===== config.mk =====
export PLATFORM = sky130hd
export DESIGN_NAME = sdr_cmd_decoder
export DESIGN_NICKNAME = d
export VERILOG_FILES = /design/src/rtl/sdrdec_pkg.sv /design/src/rtl/sdrdec_cmd_decode.sv /design/src/rtl/sdrdec_burst_ctl.sv /design/src/rtl/sdrdec_bank_track.sv /design/src/rtl/sdr_cmd_decoder.sv
export SDC_FILE = /design/constraint.sdc
export NUM_CORES = 1
export LEC_CHECK = 0
export BUFFER_PORTS_ARGS = -buffer_cell sky130_fd_sc_hd__buf_4
export CORE_MARGIN = 3
export CORE_UTILIZATION = 30
export DETAILED_ROUTE_END_ITERATION = 8
export PLACE_DENSITY = 0.63
export SETUP_SLACK_MARGIN = 0.2
export SLEW_MARGIN = 10
export SYNTH_ARGS = -nofsm -noshare
export SYNTH_HDL_FRONTEND = slang
export SYNTH_HIERARCHICAL = 1
export SYNTH_SLANG_ARGS = --single-unit

===== constraint.sdc =====
create_clock -name clk -period 8.45 [get_ports clk]
set_input_delay 1.69 -clock clk [delete_from_list [all_inputs] [get_ports clk]]
set_output_delay 1.69 -clock clk [all_outputs]
set_load 0.05 [all_outputs]

===== src/rtl/sdrdec_pkg.sv =====
// Shared types for the SDRAM command decoder.
// Assumes one-hot bit index equals the enum value.
package sdrdec_pkg;

    localparam int CMD_COUNT = 7;

    typedef enum logic [2:0] {
        CMD_NOP = 3'd0,
        CMD_ACT = 3'd1,
        CMD_RD  = 3'd2,
        CMD_WR  = 3'd3,
        CMD_PRE = 3'd4,
        CMD_REF = 3'd5,
        CMD_MRS = 3'd6
    } cmd_e;

endpackage


===== src/rtl/sdrdec_cmd_decode.sv =====
// Combinational command decode of the pins present at the next edge.
// Assumes the caller registers the result; gating by cke and cs_n is done here.
module sdrdec_cmd_decode
    import sdrdec_pkg::*;
(
    input  logic cke,
    input  logic cs_n,
    input  logic ras_n,
    input  logic cas_n,
    input  logic we_n,
    output cmd_e cmd
);

    // Map the strobe triple to a command when the decoder is enabled.
    always_comb begin
        cmd = CMD_NOP;
        if (cke && !cs_n) begin
            case ({ras_n, cas_n, we_n})
                3'b011:  cmd = CMD_ACT;
                3'b101:  cmd = CMD_RD;
                3'b100:  cmd = CMD_WR;
                3'b010:  cmd = CMD_PRE;
                3'b001:  cmd = CMD_REF;
                3'b000:  cmd = CMD_MRS;
                default: cmd = CMD_NOP;
            endcase
        end
    end

endmodule


===== src/rtl/sdrdec_burst_ctl.sv =====
// Single burst counter with optional auto-precharge close at burst end.
// Assumes at most one burst runs; a new start replaces the running one.
module sdrdec_burst_ctl #(
    parameter int BANK_W    = 2,
    parameter int BURST_LEN = 4
) (
    input  logic              clk,
    input  logic              rst_n,
    input  logic              cke,
    input  logic              start,
    input  logic              start_ap,
    input  logic [BANK_W-1:0] start_bank,
    output logic              busy,
    output logic              ap_close,
    output logic [BANK_W-1:0] ap_bank
);

    localparam int CNT_W = $clog2(BURST_LEN + 1);

    logic [CNT_W-1:0]  cnt_q;
    logic              ap_q;
    logic [BANK_W-1:0] bank_q;

    // Load on a new burst, count down only while the clock is enabled.
    always_ff @(posedge clk) begin
        if (!rst_n) begin
            cnt_q  <= '0;
            ap_q   <= 1'b0;
            bank_q <= '0;
        end else if (start) begin
            cnt_q  <= CNT_W'(BURST_LEN);
            ap_q   <= start_ap;
            bank_q <= start_bank;
        end else if (cke && cnt_q != '0) begin
            cnt_q  <= cnt_q - 1'b1;
        end
    end

    assign busy     = (cnt_q != '0);
    assign ap_close = cke && !start && ap_q && (cnt_q == CNT_W'(1));
    assign ap_bank  = bank_q;

    AST_COUNT_FROZEN: assert property (@(posedge clk) disable iff (!rst_n)
        (!cke && !start && cnt_q != '0) |=> $stable(cnt_q));

    AST_BURST_LOADS: assert property (@(posedge clk) disable iff (!rst_n)
        start |=> busy);

endmodule


===== src/rtl/sdrdec_bank_track.sv =====
// Per-bank open flag and stored row.
// Assumes activate has priority over any close aimed at the same bank in one edge.
module sdrdec_bank_track #(
    parameter int BANK_W = 2,
    parameter int ROW_W  = 12
) (
    input  logic                          clk,
    input  logic                          rst_n,
    input  logic                          act,
    input  logic [BANK_W-1:0]             act_bank,
    input  logic [ROW_W-1:0]              act_row,
    input  logic                          pre,
    input  logic                          pre_every,
    input  logic [BANK_W-1:0]             pre_bank,
    input  logic                          ap_close,
    input  logic [BANK_W-1:0]             ap_bank,
    output logic [(1<<BANK_W)-1:0]        open_q,
    output logic [(1<<BANK_W)*ROW_W-1:0]  rows_flat
);

    localparam int BANKS = 1 << BANK_W;

    for (genvar i = 0; i < BANKS; i++) begin : g_bank
        logic [ROW_W-1:0] row_q;
        logic             hit_act;
        logic             hit_close;

        assign hit_act   = act && (act_bank == BANK_W'(i));
        assign hit_close = (pre && (pre_every || pre_bank == BANK_W'(i)))
                        || (ap_close && ap_bank == BANK_W'(i));

        // Open on activate, close and clear on precharge or auto-close.
        always_ff @(posedge clk) begin
            if (!rst_n) begin
                open_q[i] <= 1'b0;
                row_q     <= '0;
            end else if (hit_act) begin
                open_q[i] <= 1'b1;
                row_q     <= act_row;
            end else if (hit_close) begin
                open_q[i] <= 1'b0;
                row_q     <= '0;
            end
        end

        assign rows_flat[i*ROW_W +: ROW_W] = row_q;
    end

    AST_ACT_OPENS: assert property (@(posedge clk) disable iff (!rst_n)
        act |=> open_q[$past(act_bank)]);

    AST_PRE_ALL_CLOSES: assert property (@(posedge clk) disable iff (!rst_n)
        (pre && pre_every && !act) |=> (open_q == '0));

    AST_AUTO_CLOSE: assert property (@(posedge clk) disable iff (!rst_n)
        (ap_close && !(act && act_bank == ap_bank)) |=> !open_q[$past(ap_bank)]);

endmodule


===== src/rtl/sdr_cmd_decoder.sv =====
// Top of the SDRAM command and address decoder.
// Registers the decoded command with its fields, tracks banks and one burst.
// Assumes ROW_W-1 > AP_BIT so the column keeps the bits above the flag bit.
module sdr_cmd_decoder
    import sdrdec_pkg::*;
#(
    parameter int BANK_W    = 2,
    parameter int ROW_W     = 12,
    parameter int AP_BIT    = 10,
    parameter int BURST_LEN = 4
) (
    input  logic                          clk,
    input  logic                          rst_n,
    input  logic                          cke,
    input  logic                          cs_n,
    input  logic                          ras_n,
    input  logic                          cas_n,
    input  logic                          we_n,
    input  logic [BANK_W-1:0]             ba,
    input  logic [ROW_W-1:0]              addr,
    output logic [CMD_COUNT-1:0]          cmd_onehot,
    output logic [BANK_W-1:0]             cmd_bank,
    output logic [ROW_W-1:0]              cmd_addr,
    output logic [ROW_W-2:0]              col_addr,
    output logic                          auto_pre,
    output logic                          pre_all,
    output logic [(1<<BANK_W)-1:0]        bank_open,
    output logic [(1<<BANK_W)*ROW_W-1:0]  open_rows,
    output logic                          proto_err,
    output logic                          burst_busy
);

    cmd_e              cmd_now;
    cmd_e              cmd_q;
    logic [BANK_W-1:0] bank_q;
    logic [ROW_W-1:0]  addr_q;
    logic              err_q;
    logic              is_access;
    logic              target_open;
    logic              burst_start;
    logic              ap_close;
    logic [BANK_W-1:0] ap_bank;

    sdrdec_cmd_decode u_decode (
        .cke   (cke),
        .cs_n  (cs_n),
        .ras_n (ras_n),
        .cas_n (cas_n),
        .we_n  (we_n),
        .cmd   (cmd_now)
    );

    assign is_access   = (cmd_now == CMD_RD) || (cmd_now == CMD_WR);
    assign target_open = bank_open[ba];
    assign burst_start = is_access && target_open;

    sdrdec_burst_ctl #(
        .BANK_W    (BANK_W),
        .BURST_LEN (BURST_LEN)
    ) u_burst (
        .clk        (clk),
        .rst_n      (rst_n),
        .cke        (cke),
        .start      (burst_start),
        .start_ap   (addr[AP_BIT]),
        .start_bank (ba),
        .busy       (burst_busy),
        .ap_close   (ap_close),
        .ap_bank    (ap_bank)
    );

    sdrdec_bank_track #(
        .BANK_W (BANK_W),
        .ROW_W  (ROW_W)
    ) u_banks (
        .clk       (clk),
        .rst_n     (rst_n),
        .act       (cmd_now == CMD_ACT),
        .act_bank  (ba),
        .act_row   (addr),
        .pre       (cmd_now == CMD_PRE),
        .pre_every (addr[AP_BIT]),
        .pre_bank  (ba),
        .ap_close  (ap_close),
        .ap_bank   (ap_bank),
        .open_q    (bank_open),
        .rows_flat (open_rows)
    );

    // Capture the command, its fields and the access check at each edge.
    always_ff @(posedge clk) begin
        if (!rst_n) begin
            cmd_q  <= CMD_NOP;
            bank_q <= '0;
            addr_q <= '0;
            err_q  <= 1'b0;
        end else begin
            cmd_q <= cmd_now;
            err_q <= is_access && !target_open;
            if (cmd_now != CMD_NOP) begin
                bank_q <= ba;
                addr_q <= addr;
            end
        end
    end

    assign cmd_onehot = CMD_COUNT'(1) << cmd_q;
    assign cmd_bank   = bank_q;
    assign cmd_addr   = addr_q;
    assign col_addr   = {addr_q[ROW_W-1:AP_BIT+1], addr_q[AP_BIT-1:0]};
    assign auto_pre   = addr_q[AP_BIT] && (cmd_q == CMD_RD || cmd_q == CMD_WR);
    assign pre_all    = addr_q[AP_BIT] && (cmd_q == CMD_PRE);
    assign proto_err  = err_q;

    AST_CMD_ONEHOT: assert property (@(posedge clk) disable iff (!rst_n)
        $onehot(cmd_onehot));

    AST_CS_IDLE: assert property (@(posedge clk) disable iff (!rst_n)
        cs_n |=> (cmd_q == CMD_NOP));

    AST_CKE_IDLE: assert property (@(posedge clk) disable iff (!rst_n)
        !cke |=> (cmd_q == CMD_NOP));

    AST_ERR_ON_ACCESS: assert property (@(posedge clk) disable iff (!rst_n)
        proto_err |-> (cmd_q == CMD_RD || cmd_q == CMD_WR));

endmodule


Word level (Yosys, flattened, before mapping)
Cells that the tools add are included.
{"block": "word_totals", "register_bits": 76, "out_inout_bits": 88}
{"block": "classes", "add_sub_neg": 1, "n_lt_le_gt_ge": 1, "eq_ne": 19, "shift": 1, "mux": 22, "n_bitwise": 1, "n_reduce_logical": 45}
{"cell": "two-way mux 12 bit", "n": 8}
{"cell": "logical AND 1 bit", "n": 21}
{"cell": "== test 3 x 2 -> 1 bit (second input constant)", "n": 6}
{"cell": "case mux 3 bit (6 select lines)", "n": 1}
{"cell": "== test 3 bit (second input constant)", "n": 4}
{"cell": "logical OR 1 bit", "n": 10}
{"cell": "nonzero test 2 bit", "n": 5}
{"cell": "== test 3 x 1 -> 1 bit (second input constant)", "n": 3}
{"cell": "two-way mux 1 bit", "n": 9}
{"cell": "two-way mux 3 bit", "n": 3}
{"cell": "== test 2 bit (second input constant)", "n": 4}
{"cell": "<< shifter 1 x 3 -> 7 bit (first input constant)", "n": 1}
{"cell": "nonzero test 3 bit", "n": 2}
{"cell": "== test 2 x 1 -> 1 bit (second input constant)", "n": 2}
{"cell": "zero test 2 bit", "n": 2}
{"cell": "zero test 1 bit", "n": 3}
{"cell": "zero test 3 bit", "n": 1}
{"cell": "less-than comparator 2 x 3 -> 1 bit (second input constant)", "n": 1}
{"cell": "subtractor 3 x 1 -> 3 bit (second input constant)", "n": 1}
{"cell": "binary-select mux 1 bit (select 2 bit)", "n": 1}
{"cell": "OR reduction 2 bit", "n": 1}
{"cell": "NOT 1 bit", "n": 1}

Logic depth before layout (Yosys ltp)
Gate-level depths: netlist of run 1.
{"block": "logic_depth", "depth_word": 14, "mapped_depth": 9}

Hierarchy
Netlist of run 1, hierarchy kept.
{"module": "sdrdec_bank_track", "instances": 1, "cells_each": 236, "area_each_um2": 2140.8, "seq_area_each_um2": 1041.0}
{"module": "sdr_cmd_decoder", "instances": 1, "cells_each": 94, "area_each_um2": 878.3, "seq_area_each_um2": 360.3}
{"module": "sdrdec_burst_ctl", "instances": 1, "cells_each": 30, "area_each_um2": 292.8, "seq_area_each_um2": 120.1}
{"module": "sdrdec_cmd_decode", "instances": 1, "cells_each": 6, "area_each_um2": 41.3, "seq_area_each_um2": 0.0}

Least setup slack after synthesis of run 1
OpenSTA, ideal clock, no wires.
{"block": "synth_timing", "path_kind": "in2reg", "start": "input port cs_n", "end": "register u_banks.g_bank[0].row_q[10]", "setup_ps": 122, "arrival_ps": 3802, "required_time_ps": 8328, "slack_ps": 4526, "cell_stages": 9, "n_path_buf": 1, "path_cell_list": "nand2b_1 -> a211oi_1 -> and3b_2 -> nand2b_1 -> nor3_1 -> nand2b_1 -> o221ai_2 -> buf_4 -> o22ai_1"}
{"block": "synth_via", "elab_chain_cells": 13}
{"item": "start, declared", "line_no": "sdr_cmd_decoder.sv:15", "rtl": "input logic cs_n,"}
{"item": "zero test 1 bit (*)", "line_no": "sdrdec_cmd_decode.sv:17", "rtl": "if (cke && !cs_n) begin"}
{"item": "logical AND 1 bit (*)", "line_no": "sdrdec_cmd_decode.sv:17"}
{"item": "two-way mux 3 bit (*)", "line_no": "sdrdec_cmd_decode.sv:17"}
{"item": "net cmd_now[2]", "line_no": "sdr_cmd_decoder.sv:33", "rtl": "cmd_e cmd_now;"}
{"item": "== test 3 x 2 -> 1 bit", "line_no": "sdr_cmd_decoder.sv:53", "rtl": "assign is_access = (cmd_now == CMD_RD) || (cmd_now == CMD_WR);"}
{"item": "logical OR 1 bit (*)", "line_no": "sdr_cmd_decoder.sv:53"}
{"item": "logical AND 1 bit (*)", "line_no": "sdr_cmd_decoder.sv:55", "rtl": "assign burst_start = is_access && target_open;"}
{"item": "net burst_start", "line_no": "sdr_cmd_decoder.sv:40", "rtl": "logic burst_start;"}
{"item": "zero test 1 bit (*)", "line_no": "sdrdec_burst_ctl.sv:40", "rtl": "assign ap_close = cke && !start && ap_q && (cnt_q == CNT_W'(1));"}
{"item": "logical AND 1 bit (*) (3 in a row)", "line_no": "sdrdec_burst_ctl.sv:40"}
{"item": "net ap_close", "line_no": "sdr_cmd_decoder.sv:41", "rtl": "logic ap_close;"}
{"item": "logical AND 1 bit (*)", "line_no": "sdrdec_bank_track.sv:30", "rtl": "|| (ap_close && ap_bank == BANK_W'(i));"}
{"item": "logical OR 1 bit (*)", "line_no": "sdrdec_bank_track.sv:30"}
{"item": "nonzero test 2 bit (no source line) (*)"}
{"item": "end signal, assigned", "line_no": "sdrdec_bank_track.sv:39", "rtl": "row_q <= act_row;"}
{"item": "end, declared", "line_no": "sdrdec_bank_track.sv:24", "rtl": "logic [ROW_W-1:0] row_q;"}
The timed path passes the listed nets; every way through them passes the cells marked *.
A chain may end at the register's enable or synchronous reset.

Final worst setup path of run 1
{"block": "layout_timing", "start": "input port cs_n", "end": "register u_banks.g_bank[0].row_q[3]"}
The elaborated chain is that of the path after synthesis.

==> results by group, run 1 <==
Run status
  – Outcome: finished, final reports clean

Clock tree
  – Clock Latency Late Sink: roughly 0.36 ns
  – # hold bufs at CTS: 0
  – Clk sinks: 76
  – Max clock buf depth: 2
  – CTS tree: yes
  – H-tree depth: 3
  – Clock slew at reported path FFs: 0.08 ns
  – Post-cts resize count: 0
  – CTS root buffer: clkbuf_8
  – # Post-CTS Setup Buffers: 0
  – CTS Buf Count: 9

Drt
  – Via count: 2889
  – WL met3: ~640 um
  – M1 WL: 4530 um
  – Final ANT Viol Nets: 0
  – DR WL/cell: 16.3 um
  – Initial drt markers: 190
  – Top Metal Used: met4
  – Met2 wire length: 4280 um
  – Router iterations before antenna repair: 5
  – Via density: 4.90
  – Remaining DRCs: 0
  – Final WL: about 9600 um

Synth
  – Most area-consuming cells after synthesis: dfxtp_1 (45%), nand2_1 (11%), o31ai_2 (7.5%)
  – Synth Cell Area: 0.00335 mm^2
  – Commonest cells in the netlist: nand2_1 (97), dfxtp_1 (76), nand3_1 (26), o22ai_1 (26), o31ai_2 (20)
  – Leading area contributor after synthesis: dfxtp_1
  – Mapped Cells: 366
  – Post-synth EDFFs: 0
  – Syn Area/Cell: 9.16 um^2
  – Synth warn: 6
  – Synth Register Bits: 76
  – Seq/Total Area, Yosys: 0.454
  – Netlist cell types: 38
  – Synth Flop Type: dfxtp_1
  – Most numerous cell in the Yosys netlist: nand2_1
  – Fraction of registers with async set/reset: 0
  – Post-Syn Nets: just under 400
  – Yosys top cell area share: 0.454

Layout
  – Area grow syn2layout: 28.4%
  – Final Core Density: 0.406
  – # diodes: 0
  – NumNets Final: 472
  – Fin cells: ~590
  – Share of cells above drive strength 1: 0.340
  – Final Cell Area: between 0.004 and 0.005 mm^2

Min path
  – Hold/Removal Path Class: flop to flop
  – Worst hold path depth: 2

Worst setup path
  – Setup crit end kind: flop
  – Type of the worst setup path: input port to flop
  – CP startpoint kind: input port
  – Crit Path Max Fanout: 13
  – R2R setup slack: 5.56 ns
  – Reg2reg path depth: 7
  – Worst Path Arrival: 4.56 ns
  – R2R Path End: u_banks/g_bank[0].row_q[3]
  – CP Capture Point: u_banks/g_bank[0].row_q[3]
  – Worst Setup SP: cs_n
  – Worst path required time: 8.65 ns
  – Worst r2r src: u_banks/open_q[0]

Power and ir drop
  – Sw power: roughly 270 uW
  – Combinational Power Share: 0.208
  – Peak VDD IR: 0.000154 V
  – Pwr dens: 195 mW/mm^2
  – Clock power frac: 0.339
  – Int Power: between 500 and 600 uW
  – Sw frac: 0.324
  – Flop pwr share: 0.453
  – Leak: 0.00187 uW

Global route
  – Largest net degree at the start of global routing: between 80 and 90
  – Number of global-route vias before repair: 2813
  – Total Routing Usage GR: 0.151
  – Antenna violations before repair: 0
  – Congestion Overflow GR: 0
  – First-pass GRT wire length: between 15000 and 20000 um

Timing
  – Max Slew Vio Count: 0
  – Clock skew: 0.0129 ns
  – Final Hold Viols: 0
  – Final setup fails: 0
  – Worst-Margin Slew: 1.02 ns
  – Worst relative slew slack: 0.314
  – Post-layout minimum cycle time: approximately 4.4 ns
  – Unrepaired setup endpoints after global routing: no
  – Final Cycle Share: 0.517
  – FMAX: 229 MHz
  – Setup TNS: 0 ns

Placed design
  – DPL Wire Length: 6760 um
  – Area of placed instances: 0.00411 mm^2
  – Port bufs: 108
  – Routability cong.: about 0.8
  – DP Cell Count: 573

Floorplan
  – Starting Density: 0.316
  – # IOs: 109
  – Die span in y: about 110 um
  – Core Region: 0.0106 mm^2
  – Die W: 112 um
  – Die area: roughly 0.012 mm^2
  – Num rows: 37

Flow run
  – Max Cap Violations: 0
-- power groups by stage --
stage	combinational (uW)	sequential [uW]	clock, uW
2_1_floorplan	106	411	0
3_3_place_gp	171	389	0
3_5_place_dp	176	389	0
4_1_cts	177	381	290
5_1_grt	189	383	310
6_report	174	381	285
-- critical path: stages --
cell	delay, ns
buf_4	0.11
nand2b_1	0.16
a211oi_1	0.66
and3b_2	0.34
nand2b_1	0.17
nor3_1	0.43
nand2b_1	0.22
o221ai_2	0.58
o22ai_1	0.20
-- sequential cells by signal (all words and copies together), names as in the netlist --
| signal | count |
|---|---|
| cmd_addr | 12 |
| cmd_bank | 2 |
| u_burst/ap_q | 1 |
| u_burst/ap_bank | 2 |
| u_burst/cnt_q | 3 |
| proto_err | 1 |
| cmd_q | 3 |
| u_banks/open_q | 4 |
| u_banks/g_bank.row_q | 48 |
-- per-layer routing --
metal  up-vias  global-route usage
li1       1419                   -
met1      1355               0.210
met2       105               0.228
met3        10              0.0446
met4         0              0.0430
met5         -                   0
-- cell usage in the layout, fill, tap and decap left out, drive strengths merged, types with 2 or more instances in the layout --
cell	Yosys	layout
nor2b	5	5
o21a	3	3
nand2b	5	5
nor2	3	3
nand2	97	97
ha	3	3
nor3	3	3
mux2i	17	17
and2	4	4
o22ai	26	26
and3b	6	6
clkbuf	16	9
nor3b	7	7
buf	22	109
clkinv	0	2
nand3	26	26
a21oi	2	2
or3b	2	2
a211oi	2	2
dfxtp	76	76
o31ai	26	26
inv	7	10
-- worst min-delay path by stage --
stage | from | end | slack [ns]
floorplan | u_burst/ap_q | u_burst/ap_q | 0.46
global placement | u_banks/g_bank[2].row_q[0] | u_banks/g_bank[2].row_q[0] | 0.44
detailed placement | u_banks/g_bank[1].row_q[1] | u_banks/g_bank[1].row_q[1] | 0.45
CTS | u_banks/g_bank[1].row_q[11] | u_banks/g_bank[1].row_q[11] | 0.46
global route | u_banks/g_bank[2].row_q[0] | u_banks/g_bank[2].row_q[0] | 0.49
finish | u_banks/g_bank[1].row_q[1] | u_banks/g_bank[1].row_q[1] | 0.46
-- area by class of cell --
cell class              instances  area [um^2]
clock buffers                   9          124
clock inverters                 7         73.8
fillers                      1076         6290
inverters                       7         26.3
multi-input cells             245         1570
flip-flops and latches         76         1520
well taps                     136          170
repair buffers                109          818
-- cell families (layout without fill, tap and decap cells) --
| group | count (synthesis) | count (layout) | share of synthesized area |
|---|---|---|---|
| buffers and inverters | 45 | 132 | 0.0772 |
| flip-flops | 76 | 76 | 0.454 |
| multiplexers | 18 | 18 | 0.0575 |
| AND/OR/NAND/NOR | 158 | 158 | 0.224 |
| AO/OA/AOI/OAI | 65 | 65 | 0.174 |
| XOR/XNOR | 1 | 1 | 0.00261 |
| adder cells (fa/ha/maj) | 3 | 3 | 0.0112 |
-- metrics by stage --
stage	power, uW	worst slack (ns)	hold WS [ns]
after floorplan	517	4.53	0.465
after global placement	559	3.82	0.445
after detailed placement	566	3.73	0.451
after CTS	847	4.11	0.464
after global routing	882	3.92	0.486
final	840	4.09	0.461
No activity file was read; power rests on OpenSTA's default activity.
==> run 2: changes to the inputs <==
--- a/config.mk
+++ b/config.mk
@@ -5,11 +5,12 @@
 export SDC_FILE = /design/constraint.sdc
 export NUM_CORES = 1
 export LEC_CHECK = 0
+export ABC_AREA = 1
 export BUFFER_PORTS_ARGS = -buffer_cell sky130_fd_sc_hd__buf_4
 export CORE_MARGIN = 3
 export CORE_UTILIZATION = 30
 export DETAILED_ROUTE_END_ITERATION = 8
-export PLACE_DENSITY = 0.63
+export PLACE_DENSITY = 0.65
 export SETUP_SLACK_MARGIN = 0.2
 export SLEW_MARGIN = 10
 export SYNTH_ARGS = -nofsm -noshare
==> constraint.sdc (replaced) <==
create_clock -name clk -period 3.9 [get_ports clk]
set_input_delay 0.78 -clock clk [delete_from_list [all_inputs] [get_ports clk]]
set_output_delay 0.78 -clock clk [all_outputs]
set_load 0.05 [all_outputs]
==> run 2 against run 1 <==
First-iteration DRC count down 3.7%. Clock-buffer cell count up 3. Largest cell class is now registers. Clock power rose to 3.1 times the previous value. Register-to-register slack worse by 3.6 ns. Largest power group is now clock. Flip-flop and latch count unchanged.
==> results by group, run 2 <==
Run status
  – Outcome: finished, final reports clean

Synth
  – Synth Cell Area: 0.00344 mm^2 (+2.5%)
  – Mapped Cells: 453 (+24%)
  – Commonest cells in the netlist: nand2_1 (114), dfxtp_1 (76), a21oi_1 (48)
  – Synth Register Bits: 76 (unchanged)
  – Yosys top cell area share: 0.443 (-0.0112)
  – Most area-consuming cells after synthesis: dfxtp_1 (44%), nand2_1 (12%), a21oi_1 (7.0%)
  – Netlist cell types: 26 (-32%)
  – Post-Syn Nets: 477 (+22%)
  – Seq/Total Area, Yosys: 0.443 (-0.0112)
  – Syn Area/Cell: 7.59 um^2 (-17%)
  – Most numerous cell in the Yosys netlist: nand2_1
  – Leading area contributor after synthesis: dfxtp_1
  – Fraction of registers with async set/reset: 0 (unchanged)
  – Synth Flop Type: dfxtp_1
  – Post-synth EDFFs: 0 (unchanged)
  – Synth warn: 6 (unchanged)

Timing
  – Final Cycle Share: 0.663
  – Final Hold Viols: 0 (unchanged)
  – Final setup fails: 0 (unchanged)
  – Final WS setup: 1.31 ns (-2.77 ns)
  – Worst relative slew slack: 0.569 (+0.255)
  – Setup TNS: 0 ns (unchanged)
  – Unrepaired setup endpoints after global routing: no
  – Max Slew Vio Count: 0 (unchanged)
  – Post-layout minimum cycle time: 2.59 ns
  – Clock skew: 0.00445 ns (-0.00850 ns)
  – Worst-Margin Slew: 0.645 ns (-0.380 ns)
  – FMAX: 387 MHz

Placed design
  – Routability cong.: 0.827 (+2.4%)
  – Port bufs: 108 (unchanged)
  – DP Cell Count: 672 (+17%)
  – DP Worst Slack: 0.949 ns (-2.78 ns)
  – DPL Wire Length: 7320 um (+8.2%)

Floorplan
  – Starting Density: 0.312 (-0.00459)
  – Die W: 113 um (+1.2%)
  – Die span in y: 113 um (+1.2%)
  – Num rows: 38 (+2.7%)
  – Die area: 0.0128 mm^2 (+2.4%)
  – # IOs: 109 (unchanged)
  – Core Region: 0.0110 mm^2 (+4.0%)

Worst setup path
  – Type of the worst setup path: input port to flop
  – Critical path buffers and inverters: 3 (+2)
  – CP startpoint kind: input port
  – R2R setup slack: 1.95 ns (-3.61 ns)
  – Family with the most delay on the worst path: simple AND/OR/NAND/NOR gates
  – Worst r2r src: u_banks/open_q[0]
  – Setup crit end kind: flop
  – Slowest stage delay, CP: 0.49 ns (-0.17 ns)
  – Worst path slowest cell: nand2_1
  – R2R Path End: u_banks/g_bank[3].row_q[11]
  – Crit-path most repeated cell: nand2_1
  – Crit path cell chain: buf_4 > inv_1 > nor2_4 > nand2_1 > nor2_1 > inv_2 > nor3_1 > nand2_1 > nand3_1 > a21oi_1
  – Worst path required time: 4.10 ns (-4.55 ns)
  – Worst Path Arrival: 2.78 ns (-1.78 ns)
  – Crit Path Max Fanout: 18 (+5)
  – Reg2reg path depth: 12 (+5)

Power and ir drop
  – Sw frac: 0.294 (-0.0301)
  – Combinational Power Share: 0.201 (-0.007)
  – Peak VDD IR: 0.000252 V (+63%)
  – Clock power frac: 0.411 (+0.072)
  – Flop pwr share: 0.389 (-0.064)
  – Pwr dens: 476 mW/mm^2 (+140%)
  – Int Power: 1520 uW (+170%)
  – Leak: 0.00197 uW (+5.3%)
  – Sw power: 632 uW (+130%)

Layout
  – NumNets Final: 567 (+20%)
  – Sequential standard cell area: 0.00152 mm^2 (unchanged)
  – Area of the multi-input gates: 0.00151 mm^2 (-3.7%)
  – Number of flip-flops in the largest register: 48 (unchanged)
  – Area grow syn2layout: 31.3%
  – Biggest register: u_banks/g_bank.row_q
  – Most common cell after layout, fill and taps aside: nand2_1
  – # diodes: 0 (unchanged)
  – Fillers: 1131 (+5.1%)
  – Fin cells: 688 (+17%)
  – Share of cells above drive strength 1: 0.301 (-0.0389)
  – Most frequent cells in the layout: nand2_1 (114), buf_4 (111), dfxtp_1 (76)

Global route
  – First-pass GRT wire length: 16400 um (+9.0%)
  – Antenna violations before repair: 0 (unchanged)
  – Number of global-route vias before repair: 3200 (+14%)
  – Largest net degree at the start of global routing: 41 (-53%)
  – Total Routing Usage GR: 0.161 (+0.00960)
  – Congestion Overflow GR: 0 (unchanged)

Drt
  – Final WL: 10100 um (+5.4%)
  – Remaining DRCs: 0 (unchanged)
  – Via count: 3261 (+13%)
  – Final ANT Viol Nets: 0 (unchanged)
  – DR WL/cell: 14.7 um (-9.7%)
  – Via density: 4.74 (-3.4%)
  – Router iterations before antenna repair: 4 (-1)
  – Initial drt markers: 183 (-3.7%)

Min path
  – Hold/Removal Path Class: flop to flop
  – Worst hold path startpoint: u_banks/g_bank[3].row_q[9]
  – Worst hold path depth: 2 (unchanged)
  – WHS Endpoint: u_banks/g_bank[3].row_q[9]

Clock tree
  – Clock Latency Late Sink: 0.33 ns (-0.03 ns)
  – Clk sinks: 76 (unchanged)
  – CTS Buf Count: 9 (unchanged)
  – # hold bufs at CTS: 0 (unchanged)
  – Clock slew at reported path FFs: 0.06 ns (-0.02 ns)
  – CTS tree: yes
  – CTS root buffer: clkbuf_16
  – H-tree depth: 3 (unchanged)
  – # Post-CTS Setup Buffers: 0 (unchanged)
  – Max clock buf depth: 2 (unchanged)
  – Post-cts resize count: 0 (unchanged)

Flow run
  – Max Cap Violations: 0 (unchanged)
[run 2: changes by cell type after synthesis, sizes merged, moves of 17 or more]
cell,previous run,this run
nand3,26,54
a21oi,2,55
nor2,3,49
o22ai,26,0
nand2,97,116
mux2i,17,0
inv,7,39
o31ai,26,0
[run 2: logic make-up (layout without fill, tap and decap cells)]
group	after synthesis	after routing	synth area share
simple gates	243	243	0.336
compound gates	59	59	0.0935
fa+ha+maj	3	3	0.0109
buf+inv	72	167	0.117
flops	76	76	0.443
[run 2: worst min-delay path: cells and delay by family (launching register included)]
kind	cells	cell delay (ns)
compound gates	1	0.06
flops	1	0.30
simple gates	1	0.06
[run 2: final cells by class]
class,count,area share
clock inverter,4,0.0161
inverter,40,0.0333
clock buffer,12,0.0546
timing repair buffer,111,0.185
multi-input combinational,305,0.335
tap,140,0.0388
sequential,76,0.337
[run 2: metal layers]
layer  vias to the layer above  part of all wire  track usage
met5                         -                 0            0
li1                       1629                 -            -
met2                       120              0.47        0.261
met3                        12             0.092       0.0551
met1                      1500              0.43        0.203
met4                         0             0.013       0.0481
[run 2: power by group through the flow]
stage	combinational, uW	sequential, uW	clock, uW
after floorplan	245	915	0
after global placement	422	850	0
after detailed placement	433	852	0
after CTS	434	835	903
after global routing	465	838	937
final	432	835	882
[run 2: stage by stage]
step	utilization	power, uW	hold slack [ns]	cell area, um^2
after floorplan	-	1160	0.446	3440
after global placement	0.380	1270	0.447	4190
after detailed placement	0.380	1280	0.454	4190
after CTS	0.409	2170	0.468	4510
after global routing	0.409	2240	0.484	4510
final	0.409	2150	0.469	4510
[run 2: how the worst max path moves through the flow]
stage	start	end	slack, ns	depth (start not counted)
6_report	cke	u_banks/open_q[0]	1.31	10
5_1_grt	cke	u_banks/g_bank[0].row_q[0]	1.07	10
4_1_cts	cke	u_banks/open_q[0]	1.30	10
3_5_place_dp	cke	u_banks/open_q[0]	0.95	10
3_3_place_gp	cke	u_banks/g_bank[0].row_q[0]	1.04	10
2_1_floorplan	cmd_addr[10]	pre_all	0.85	2
